--- src/rtl/core_line_pkg.sv ---
package core_line_pkg;
  localparam int unsigned GATE_W_D = 4;
  localparam int unsigned DRV_W_D  = 3;
  localparam int unsigned Y_W_D    = 7;
  localparam int unsigned CARD_ROWS = 4;
  localparam int unsigned N_ARR     = 2;

  typedef enum logic [1:0] {
    HALF_IDLE  = 2'b00,
    HALF_READ  = 2'b01,
    HALF_WRITE = 2'b10
  } half_e;
endpackage

--- src/rtl/onehot_dec.sv ---
module onehot_dec #(
  parameter int unsigned W = 3,
  localparam int unsigned N = 2 ** W
) (
  input  logic         en_i,
  input  logic [W-1:0] idx_i,
  output logic [N-1:0] sel_o
);
  for (genvar i = 0; i < N; i++) begin : g_bit
    assign sel_o[i] = en_i && (idx_i == W'(i));
  end
endmodule

--- src/rtl/gate_card.sv ---
module gate_card #(
  parameter int unsigned ROWS = 4,
  parameter int unsigned COLS = 8,
  localparam int unsigned N = ROWS * COLS
) (
  input  logic            clk_i,
  input  logic            rst_ni,
  input  logic [ROWS-1:0] row_i,
  input  logic [COLS-1:0] col_i,
  output logic [N-1:0]    line_o
);
  for (genvar r = 0; r < ROWS; r++) begin : g_row
    for (genvar c = 0; c < COLS; c++) begin : g_col
      assign line_o[r*COLS+c] = row_i[r] & col_i[c];
    end
  end

  AST_CARD_COINCIDE: assert property (@(posedge clk_i) disable iff (!rst_ni)
    (|line_o) |-> ((|row_i) && (|col_i)));
endmodule

--- src/rtl/coincidence_model.sv ---
module coincidence_model #(
  parameter int unsigned X_W = 7,
  parameter int unsigned Y_W = 7,
  localparam int unsigned NX = 2 ** X_W,
  localparam int unsigned NY = 2 ** Y_W,
  localparam int unsigned NROW = 2 * NX
) (
  input  logic            clk_i,
  input  logic            rst_ni,
  input  logic [NX-1:0]   x_line_i,
  input  logic [NY-1:0]   y_line_i,
  input  logic            y_rev_i,
  output logic            hit_o,
  output logic [X_W:0]    row_o,
  output logic [Y_W-1:0]  col_o
);
  logic [NROW-1:0] row_hit;
  logic            y_any;

  assign y_any = |y_line_i;

  // segment A: wire runs forward, adds with normal Y; segment B: wire reversed
  for (genvar r = 0; r < NROW; r++) begin : g_row
    if (r < NX) begin : g_seg_a
      assign row_hit[r] = x_line_i[r] & y_any & ~y_rev_i;
    end else begin : g_seg_b
      assign row_hit[r] = x_line_i[r-NX] & y_any & y_rev_i;
    end
  end

  always_comb begin
    row_o = '0;
    for (int i = 0; i < NROW; i++)
      if (row_hit[i]) row_o = (X_W+1)'(i);
  end

  always_comb begin
    col_o = '0;
    for (int i = 0; i < NY; i++)
      if (y_line_i[i]) col_o = Y_W'(i);
  end

  assign hit_o = |row_hit;

  AST_SINGLE_CORE: assert property (@(posedge clk_i) disable iff (!rst_ni)
    $onehot0(row_hit));
  AST_DRIVE_GIVES_CORE: assert property (@(posedge clk_i) disable iff (!rst_ni)
    ((|x_line_i) && y_any) |-> hit_o);
endmodule

--- src/rtl/core_line_decoder.sv ---
module core_line_decoder
  import core_line_pkg::*;
#(
  parameter int unsigned GATE_W = GATE_W_D,
  parameter int unsigned DRV_W  = DRV_W_D,
  parameter int unsigned Y_W    = Y_W_D,
  localparam int unsigned X_W    = GATE_W + DRV_W,
  localparam int unsigned ADDR_W = X_W + Y_W + 1,
  localparam int unsigned NGATE  = 2 ** GATE_W,
  localparam int unsigned NDRV   = 2 ** DRV_W,
  localparam int unsigned NX     = 2 ** X_W,
  localparam int unsigned NY     = 2 ** Y_W,
  localparam int unsigned NCARD  = NGATE / CARD_ROWS,
  localparam int unsigned CARD_N = CARD_ROWS * NDRV
) (
  input  logic              clk_i,
  input  logic              rst_ni,
  input  logic              rd_half_i,
  input  logic              wr_half_i,
  input  logic [ADDR_W-1:0] addr_i,
  input  logic              half_word_i,
  input  logic              arr_sel_i,
  output logic [NGATE-1:0]  x_gate_o,
  output logic [NDRV-1:0]   x_drv_o,
  output logic [NX-1:0]     x_line_o,
  output logic [NY-1:0]     y_line_o,
  output logic              y_rev_o,
  output logic              dir_wr_o,
  output logic [N_ARR-1:0]  arr_en_o,
  output logic              core_hit_o,
  output logic [X_W:0]      core_row_o,
  output logic [Y_W-1:0]    core_col_o
);
  half_e              half_q;
  logic [ADDR_W-1:0]  addr_q;
  logic               half_word_q;
  logic               arr_sel_q;
  logic               active;

  always_ff @(posedge clk_i or negedge rst_ni) begin
    if (!rst_ni) begin
      half_q      <= HALF_IDLE;
      addr_q      <= '0;
      half_word_q <= 1'b0;
      arr_sel_q   <= 1'b0;
    end else begin
      if (rd_half_i)      half_q <= HALF_READ;
      else if (wr_half_i) half_q <= HALF_WRITE;
      else                half_q <= HALF_IDLE;
      addr_q      <= addr_i;
      half_word_q <= half_word_i;
      arr_sel_q   <= arr_sel_i;
    end
  end

  assign active   = (half_q != HALF_IDLE);
  assign dir_wr_o = (half_q == HALF_WRITE);
  assign y_rev_o  = active & addr_q[ADDR_W-1];

  onehot_dec #(.W(GATE_W)) u_gate_dec (
    .en_i (active),
    .idx_i(addr_q[X_W-1:DRV_W]),
    .sel_o(x_gate_o)
  );

  onehot_dec #(.W(DRV_W)) u_drv_dec (
    .en_i (active),
    .idx_i(addr_q[DRV_W-1:0]),
    .sel_o(x_drv_o)
  );

  onehot_dec #(.W(Y_W)) u_y_dec (
    .en_i (active),
    .idx_i(addr_q[X_W+Y_W-1:X_W]),
    .sel_o(y_line_o)
  );

  for (genvar c = 0; c < NCARD; c++) begin : g_card
    gate_card #(.ROWS(CARD_ROWS), .COLS(NDRV)) u_card (
      .clk_i (clk_i),
      .rst_ni(rst_ni),
      .row_i (x_gate_o[c*CARD_ROWS +: CARD_ROWS]),
      .col_i (x_drv_o),
      .line_o(x_line_o[c*CARD_N +: CARD_N])
    );
  end

  always_comb begin
    arr_en_o = '0;
    if (active) begin
      if (half_word_q) arr_en_o[arr_sel_q] = 1'b1;
      else             arr_en_o = '1;
    end
  end

  coincidence_model #(.X_W(X_W), .Y_W(Y_W)) u_model (
    .clk_i   (clk_i),
    .rst_ni  (rst_ni),
    .x_line_i(x_line_o),
    .y_line_i(y_line_o),
    .y_rev_i (y_rev_o),
    .hit_o   (core_hit_o),
    .row_o   (core_row_o),
    .col_o   (core_col_o)
  );

  AST_X_SINGLE: assert property (@(posedge clk_i) disable iff (!rst_ni)
    $past(rd_half_i || wr_half_i) |-> ($countones(x_line_o) == 1));
  AST_Y_SINGLE: assert property (@(posedge clk_i) disable iff (!rst_ni)
    $past(rd_half_i || wr_half_i) |-> ($countones(y_line_o) == 1));
  AST_IDLE_QUIET: assert property (@(posedge clk_i) disable iff (!rst_ni)
    !$past(rd_half_i || wr_half_i) |->
      (x_line_o == '0 && y_line_o == '0 && arr_en_o == '0 && !core_hit_o));
  AST_WRITE_DIR: assert property (@(posedge clk_i) disable iff (!rst_ni)
    $past(wr_half_i && !rd_half_i) |-> dir_wr_o);
  AST_HALF_ONE_ARRAY: assert property (@(posedge clk_i) disable iff (!rst_ni)
    $past((rd_half_i || wr_half_i) && half_word_i) |-> ($countones(arr_en_o) == 1));
endmodule

--- config.mk ---
export PLATFORM = sky130hd
export DESIGN_NAME = core_line_decoder
export DESIGN_NICKNAME = d
export VERILOG_FILES = /design/src/rtl/core_line_pkg.sv /design/src/rtl/onehot_dec.sv /design/src/rtl/gate_card.sv /design/src/rtl/coincidence_model.sv /design/src/rtl/core_line_decoder.sv
export SDC_FILE = /design/constraint.sdc
export NUM_CORES = 1
export LEC_CHECK = 0
export BUFFER_PORTS_ARGS = -buffer_cell sky130_fd_sc_hd__buf_2
export CORE_AREA = 2 2 123 125
export CTS_CLUSTER_DIAMETER = 30
export DETAILED_ROUTE_END_ITERATION = 6
export DIE_AREA = 0 0 125 127
export GPL_TIMING_DRIVEN = 0
export HOLD_SLACK_MARGIN = 0.06
export PLACE_DENSITY = 0.45
export SLEW_MARGIN = 5
export SYNTH_ARGS = -nofsm -noshare
export SYNTH_HDL_FRONTEND = slang
export SYNTH_SLANG_ARGS = --single-unit
--- constraint.sdc ---
create_clock -name clk_i -period 2.1 [get_ports clk_i]
set_clock_uncertainty 0.2 [all_clocks]
set_input_delay 0.315 -clock clk_i [delete_from_list [all_inputs] [get_ports clk_i]]
set_output_delay 0.315 -clock clk_i [all_outputs]
set_load 0.02 [all_outputs]
### Word-level counts from Yosys, hierarchy flattened

Cells that the tools add are included.

* logic and storage cells: 1217
* output and inout port bits: 300
* register bits: 19
* input bits: 21

* bitwise operators: 514
* equal/unequal tests: 150
* reductions and logical operators: 159
* multiplexer cells: 388
* magnitude comparators: 2

Operator list (number)
* 8-bit two-way mux: 128
* 7-bit two-way mux: 128
* 1-bit bitwise AND: 513
* 7-bit == test (second input constant): 64
* 6-bit two-way mux: 64
* 256-bit OR reduction: 1
* 7-bit by 6-bit == test with 1-bit output (second input constant): 32
* 5-bit two-way mux: 32
* 1-bit logical AND: 153
* 128-bit OR reduction: 1
* 7-bit by 5-bit == test with 1-bit output (second input constant): 16
* 4-bit two-way mux: 16
* 7-bit by 4-bit == test with 1-bit output (second input constant): 8
* 4-bit == test (second input constant): 8
* 7-bit by 3-bit == test with 1-bit output (second input constant): 4
* 3-bit two-way mux: 8
* 4-bit by 3-bit == test with 1-bit output (second input constant): 4
* 2-bit two-way mux: 8
* 7-bit by 2-bit == test with 1-bit output (second input constant): 2
* 3-bit == test (second input constant): 4
* 4-bit by 2-bit == test with 1-bit output (second input constant): 2
* 7-bit by 1-bit == test with 1-bit output (second input constant): 1
* 7-bit zero test: 1
* 3-bit by 2-bit == test with 1-bit output (second input constant): 2
* other kinds (11): 13

### Logic depth before layout (Yosys ltp)

Gate-level depths: netlist of run 1.

* depth in word-level cells: 260
* mapped depth: 5
* mapped depth without buffers: 4

### Cells and area by module

Synthesis of run 1 repeated with hierarchy kept, for this count alone.

* cell total of the unflattened synthesis: 1181
* area, all modules: 6942.9 µm²

Modules (own cells, without submodules)
* coincidence_model: area an instance 4314.1 µm², instances 1, seq. area each 0.0 µm², cells each 797
* onehot_dec at u_y_dec: area an instance 1093.5 µm², instances 1, seq. area each 0.0 µm², cells each 198
* gate_card: area an instance 200.2 µm², instances 4, seq. area each 0.0 µm², cells each 32
* core_line_decoder: area an instance 520.5 µm², instances 1, seq. area each 475.5 µm², cells each 27
* onehot_dec at u_gate_dec: area an instance 117.6 µm², instances 1, seq. area each 0.0 µm², cells each 23
* onehot_dec at u_drv_dec: area an instance 96.3 µm², instances 1, seq. area each 0.0 µm², cells each 8

### Worst setup path before layout of run 1

Ideal clock, no wire load.

* kind: reg2out
* from: register addr_q[2]
* to: output x_line_o[1]
* cell stages (with the launch flop): 6
* buffers on the path: 3
* required time: 1.585 ns
* arrival: 1.581 ns
* path slack: 0.004 ns
* path through: dfrtp_1 -> buf_2 -> or4b_1 -> buf_6 -> buf_8 -> nor2_1

* longest elaborated chain between the ends: 3

RTL lines
* start: declaration: line core_line_decoder.sv:35 `logic [ADDR_W-1:0] addr_q;`
* start signal: assignment: line core_line_decoder.sv:50 `addr_q <= addr_i;`
* 3-bit by 1-bit == test with 1-bit output: line onehot_dec.sv:10 `assign sel_o[i] = en_i && (idx_i == W'(i));`
* 1-bit logical AND: line onehot_dec.sv:10
* 1-bit bitwise AND: line gate_card.sv:14 `assign line_o[r*COLS+c] = row_i[r] & col_i[c];`
* end: declaration: line core_line_decoder.sv:25 `output logic [NX-1:0] x_line_o,`

No other way between the ends.

### Worst setup path after layout of run 1

* from: register addr_q[2]
* to: output x_line_o[49]

The elaborated chain is that of the path after synthesis.

==> impl_results.md, run 1 <==
* Largest net degree at the start of global routing at 20
* Final wirelength at roughly 22 mm
* Worst-path cell chain: or4b_1, buf_6, buf_6, nor2_1, buf_4
* Placement Rows at 44
* YS warnings at 0
* DP Cell Count at 930
* Antenna-violating nets left at 0
* Final net count at 907
* Synth top area share at 0.4072
* Synth Instances at about 430
* Synthesis-to-finish area growth at 299.9%
* CTS Root Cell: clkbuf_16
* Syn nets at 447
* Most frequent cells in the layout: buf_6 (233), nor2_4 (167), buf_2 (96)
* Routed WL per cell at 20.61 um
* Unique masters post-synth at 26
* Die footprint at approximately 16000 um2
* DRC viols at 0
* Pre-antenna DRT Iters at 5
* Status: complete, but fails checks
* Sequential area share after synthesis at 0.2063
* RSZ-0062 raised after global routing: yes
* Max Fclk at roughly 0.43 GHz
* CP bufs+invs at 3
* Vias per cell at 4.814
* Chip height at ~130 um
* Hold_sp: wr_half_i
* Ys async rst share at 1.000
* Least-Margin Pin Slew at 0.4287 ns
* Layout Cells excl Fill at around 1100
* CP Data Arrival Time at 1.82 ns
* Core area at 14420 um2
* WP data required at 1.58 ns
* Cell taking the most area after synthesis: nor2_1
* Clock sinks at 19
* Synthesized area per cell at 5.410 um2
* Crit end category: output port
* LEAKAGE at around 3.8 nW
* Violated checks: setup timing
* Peak VDD IR at 0.6113 mV
* Post-DP HPWL at roughly 11 mm
* Max-slew violations at 0
* Commonest non-fill, non-tap cell in the layout: buf_6
* Htree depth at 1
* Maximum fanout along the worst path at 6
* HP Class: in -> reg
* Number of global-route vias before repair at between 4000 and 5000
* Area share of xor/xnor cells in the synthesized design at 0
* Crit-path slowest cell: or4b_1
* Adder-Cell Fraction of Synth Area at 0
* Gpl congestion at 0.8410
* Element type at the critical path start: flop
* Vias at between 5000 and 6000
* I/O Buffers at 320
* Synth Register Bits at 19
* Hold path cells at 2
* Die W at 125 um
* Slew margin rel. at 0.7142
* Mux contribution to synthesized area at 0
* Primary FF master, synth: dfrtp_1
* Tmin final at 2.339 ns
* Main combinational cell family by area after synthesis: simple AND/OR/NAND/NOR gates
* Hold slack final at just over 0.09 ns
* Post-synthesis cell area at 2305 um2
* Initial Util at 0.1598
* Synth top area cells: nor2_1 (41%), dfrtp_1 (21%), nand3_1 (4.6%), and2_1 (4.1%), inv_1 (3.6%)
* Ant diodes at 0
* WHS Endpoint: half_q[1]
* CTS tree: done
* Overall Global Routing Usage at 0.2066
* Compound-cell area share of the yosys netlist at 0.01520
* GRT Residual Overflow at 0
* Crit-path most repeated cell: buf_6
* Synth Area in Simple Gates at 0.6390
* Iteration-0 DRC count of the detailed router at 254
* Post-synth EDFFs at 0
* Worst-path clk slew at 0.05 ns
* Final Setup Violations at 257
* Filler Cell Count at around 1000
* CTS buffer count at 3
* PwrDens at 191.8 nW/um2
* Setup WS post-layout at -0.2388 ns
* Proportion of layout cells with a drive suffix above 1 at 0.8395
* Crit-path max cell delay at 0.55 ns
* Period utilization at 1.114
* Final hold violation count at 0
* Total of max-cap violations at 0
* Clock buffer depth at 2
* First-pass GRT wire length at around 26 mm
* Setup CP Type: reg -> out
* Initial antenna violation count at 0
* CP top delay family: simple AND/OR/NAND/NOR gates
* Num ports at 321
cell usage after synthesis, types with 3 or more instances:
cell type    n
nand3_1     21
dfrtp_1     19
and2_1      15
nand4_1      4
nand2_1      7
clkbuf_1    20
inv_2        4
nor2_1     250
nand4_2      3
or3b_1       4
nand3b_1     3
buf_2       14
buf_6        4
nor2b_1      9
nor2_2      12
inv_1       22
metrics by stage:
stage / cell area, um2 / power, W / TNS, ns / worst slack [ns] / utilization
after floorplan: 2305 / 0.0006408 / 0 / 0.004357 / -
after global placement: 4136 / 0.0007880 / -37.18 / -0.3058 / 0.2868
after detailed placement: 4136 / 0.0007880 / -42.60 / -0.3511 / 0.2868
after CTS: 6827 / 0.001493 / -20.98 / -0.2048 / 0.4733
after global routing: 9218 / 0.001831 / -41.43 / -0.2766 / 0.6391
final: 9218 / 0.001768 / -26.03 / -0.2388 / 0.6391
timing repair:
action,4_1_cts,5_1_grt
hold buffers,19,0
pin swaps,111,96
gates resized for setup,531,501
hold endpoints to repair,38,0
cloned,13,15
setup buffers,44,54
setup endpoints to repair,288,295
worst max-delay path by stage:
stage,endpoint,depth (start not counted),from,slack [ns]
2_1_floorplan,x_line_o[1],5,addr_q[2],0.004
3_3_place_gp,x_line_o[82],6,half_q[1],-0.31
3_5_place_dp,x_line_o[65],6,half_q[1],-0.35
4_1_cts,x_line_o[102],7,half_q[1],-0.20
5_1_grt,x_line_o[49],5,addr_q[2],-0.28
6_report,x_line_o[49],5,addr_q[2],-0.24
sequential cells by signal (all words and copies together), names as in the netlist:
name and cells:
arr_sel_q 1, half_q 2, half_word_q 1, addr_q 15
cell type report:
cell class,instances,area (um2),area share
Inverter,27,123.9,0.01344
Multi-Input combinational cell,353,3491,0.3787
Timing Repair inverter,1,11.26,0.001222
Sequential cell,19,491.7,0.05335
Timing Repair Buffer,450,4315,0.4682
Tap cell,184,230.2,0.02498
Clock buffer,4,78.83,0.008552
Buffer,31,475.5,0.05158
where the power goes:
group | leakage (nW) | total, W | internal (W) | switching [W]
logic | 3.54 | 0.000962 | 0.000411 | 0.000550
registers | 0.209 | 0.000420 | 0.000388 | 0.0000319
clock network | 0.0382 | 0.000386 | 0.000258 | 0.000129
logic make-up (layout without fill, tap and decap cells):
kind of cell    after synthesis  count (layout)
buf+inv                      67             513
flops                        19              19
compound gates                5               5
simple gates                335             348
metal layers:
metal,vias to the layer above,track usage,share of wire
met4,0,0.04314,0.023
met5,-,0,0
met1,2580,0.2756,0.41
met3,48,0.02387,0.044
li1,2266,-,-
met2,252,0.3613,0.53
Note: power is estimated with default switching activity, not from simulation.
==> inputs of run 2 (changes only) <==
Settings changed: CORE_AREA 2 2 123 125 to 2 2 124 126, DIE_AREA 0 0 125 127 to 0 0 126 128, MAX_ROUTING_LAYER set to met4.
Clock period 2.1 ns to 2.8 ns, I/O delays scaled along.
==> run 2 against run 1 <==
Net effect: the flow now finishes without violations; clock-buffer cell count unchanged; via count down 25%; sequential cell count unchanged; sequential power down 28%; critical path depth up 1; sequential share of layout area up 5.7 points; core utilization down 35 points; worst setup slack better by 0.41 ns; final cell count down 12%; largest power group is now sequential cells; highest routed layer unchanged.
==> impl_results.md, run 2 (synthesis results as in run 1) <==
* Final net count at roughly 800
* Setup CP Type: reg -> out
* Core area at ~15000 um2
* RSZ-0062 raised after global routing: no
* Post-DP HPWL at 11.32 mm
* LEAKAGE at 2.737 nW
* Iteration-0 DRC count of the detailed router at 211
* PwrDens at roughly 200 nW/um2
* Setup TNS at 0 ns
* Proportion of power drawn by combinational gates at 0.333
* Placement Rows at 45
* Final wirelength at 13.90 mm
* Largest Register: addr_q
* Crit end category: output port
* Tmin final at 2.628 ns
* Final Util at 0.2902
* Synthesis-to-finish area growth at 87.13%
* Num ports at 321
* I/O Buffers at 320
* Number of global-route vias before repair at approximately 3300
* Vias at just under 4000
* Clock sinks at 19
* CTS tree: done
* Least-Margin Pin Slew at about 0.56 ns
* Proportion of layout cells with a drive suffix above 1 at 0.4954
* Die W at 126 um
* Share of total power in the clock network at 0.325
* Critical path launch point: addr_q[12]
* Hold_sp: addr_i[5]
* Final hold violation count at 0
* Setup WS post-layout at around 0.17 ns
* DRC viols at 0
* WHS Endpoint: addr_q[5]
* Most frequent cells in the layout: buf_2 (334), nor2_1 (250), inv_1 (22)
* Largest regs: addr_q: 15 flops, half_q: 2 flops
* Pre-CTS WS at 0.1623 ns
* Commonest non-fill, non-tap cell in the layout: buf_2
* Overall Global Routing Usage at 0.1562
* Final Setup Violations at 0
* Htree depth at 1
* Pre-antenna DRT Iters at 7
* Peak VDD IR at 0.4012 mV
* WP data required at 2.18 ns
* Max-slew violations at 0
* Chip height at 128 um
* Period utilization at 0.9386
* Die footprint at 16130 um2
* Switching share of total power at 0.3547
* Final Power at 0.0008826 W
* Net Sw Power at 0.0003131 W
* Gpl congestion at 0.8146
* First-pass GRT wire length at 19.69 mm
* CTS Root Cell: clkbuf_16
* Maximum fanout along the worst path at 10
* CTS buffer count at 3
* Sequential Power Share at 0.342
* Routed WL per cell at 14.70 um
* Internal at 0.0005695 W
* Ant diodes at 0
* Total of max-cap violations at 0
* CP Data Arrival Time at 2.01 ns
* Antenna-violating nets left at 0
* Clock buffer depth at 2
* Hold path cells at 1
* Max Fclk at 0.3805 GHz
* Status: completed
* Vias per cell at 4.086
* Initial antenna violation count at 0
* Largest net degree at the start of global routing at 20
* GRT Residual Overflow at 0
* Slew margin rel. at 0.6290
* Element type at the critical path start: flop
* Max reg flops at 15
* Worst-path clk slew at 0.05 ns
* HP Class: in -> reg
* Initial Util at 0.1551
==> run 2: what timing repair did <==
action                                 in CTS  in global routing
buffers inserted                            1                  6
hold buffers                                1                  0
pin swaps                                   1                  0
endpoints found under the hold margin      19                  0
setup endpoints to repair                  19                200
gates resized for setup                     2                  5
==> run 2: worst max path at each step <==
stage                                to  slack [ns]  depth (start not counted)
after floorplan             x_line_o[1]        0.60                          5
after global placement     x_gate_o[10]        0.18                          6
after detailed placement   x_gate_o[10]        0.16                          6
after CTS                 x_line_o[127]        0.03                          6
after global routing       x_line_o[44]        0.03                          6
final                      y_line_o[72]        0.17                          6
==> run 2: stage by stage <==
| step | cells | cell area [um2] | hold slack (ns) |
|---|---|---|---|
| 6_report | 945 | 4313 | 0.07264 |
| 2_1_floorplan | 426 | 2305 | -0.07559 |
| 3_3_place_gp | 934 | 4141 | 0.1781 |
| 4_1_cts | 940 | 4244 | 0.06960 |
| 3_5_place_dp | 934 | 4141 | 0.1788 |
| 5_1_grt | 945 | 4313 | 0.06479 |
==> run 2: layout make-up <==
cell class              instances  area (um2)
clock buffers                   4       78.83
plain buffers                  39       220.2
multi-input cells             340        1513
well taps                     188       235.2
inverters                      27       101.3
fillers                      1745       10550
flip-flops and latches         19       475.5
repair buffers                328        1689
==> run 2: layer usage <==
metal  wire (um)  global-route usage  share of wire  up-vias
met5           0                   -              0        -
met4          82             0.02069         0.0059        0
met3         822             0.01503          0.059        7
met2        6932              0.2660           0.50      167
met1        6057              0.2071           0.44     1749
li1            -                   -              -     1938
==> run 2: critical path, stage by stage (launching register included) <==
cell	delay [ns]
dfrtp_1	0.35
clkbuf_1	0.17
or3b_1	0.39
clkbuf_1	0.24
clkbuf_2	0.29
nor2_1	0.13
buf_2	0.18
==> run 2: power groups by stage <==
stage | combinational, W | clock [W] | sequential, W
CTS | 0.000292 | 0.000294 | 0.000302
finish | 0.000294 | 0.000287 | 0.000302
detailed placement | 0.000288 | 0 | 0.000306
floorplan | 0.000179 | 0 | 0.000302
global placement | 0.000289 | 0 | 0.000306
global route | 0.000320 | 0.000308 | 0.000305
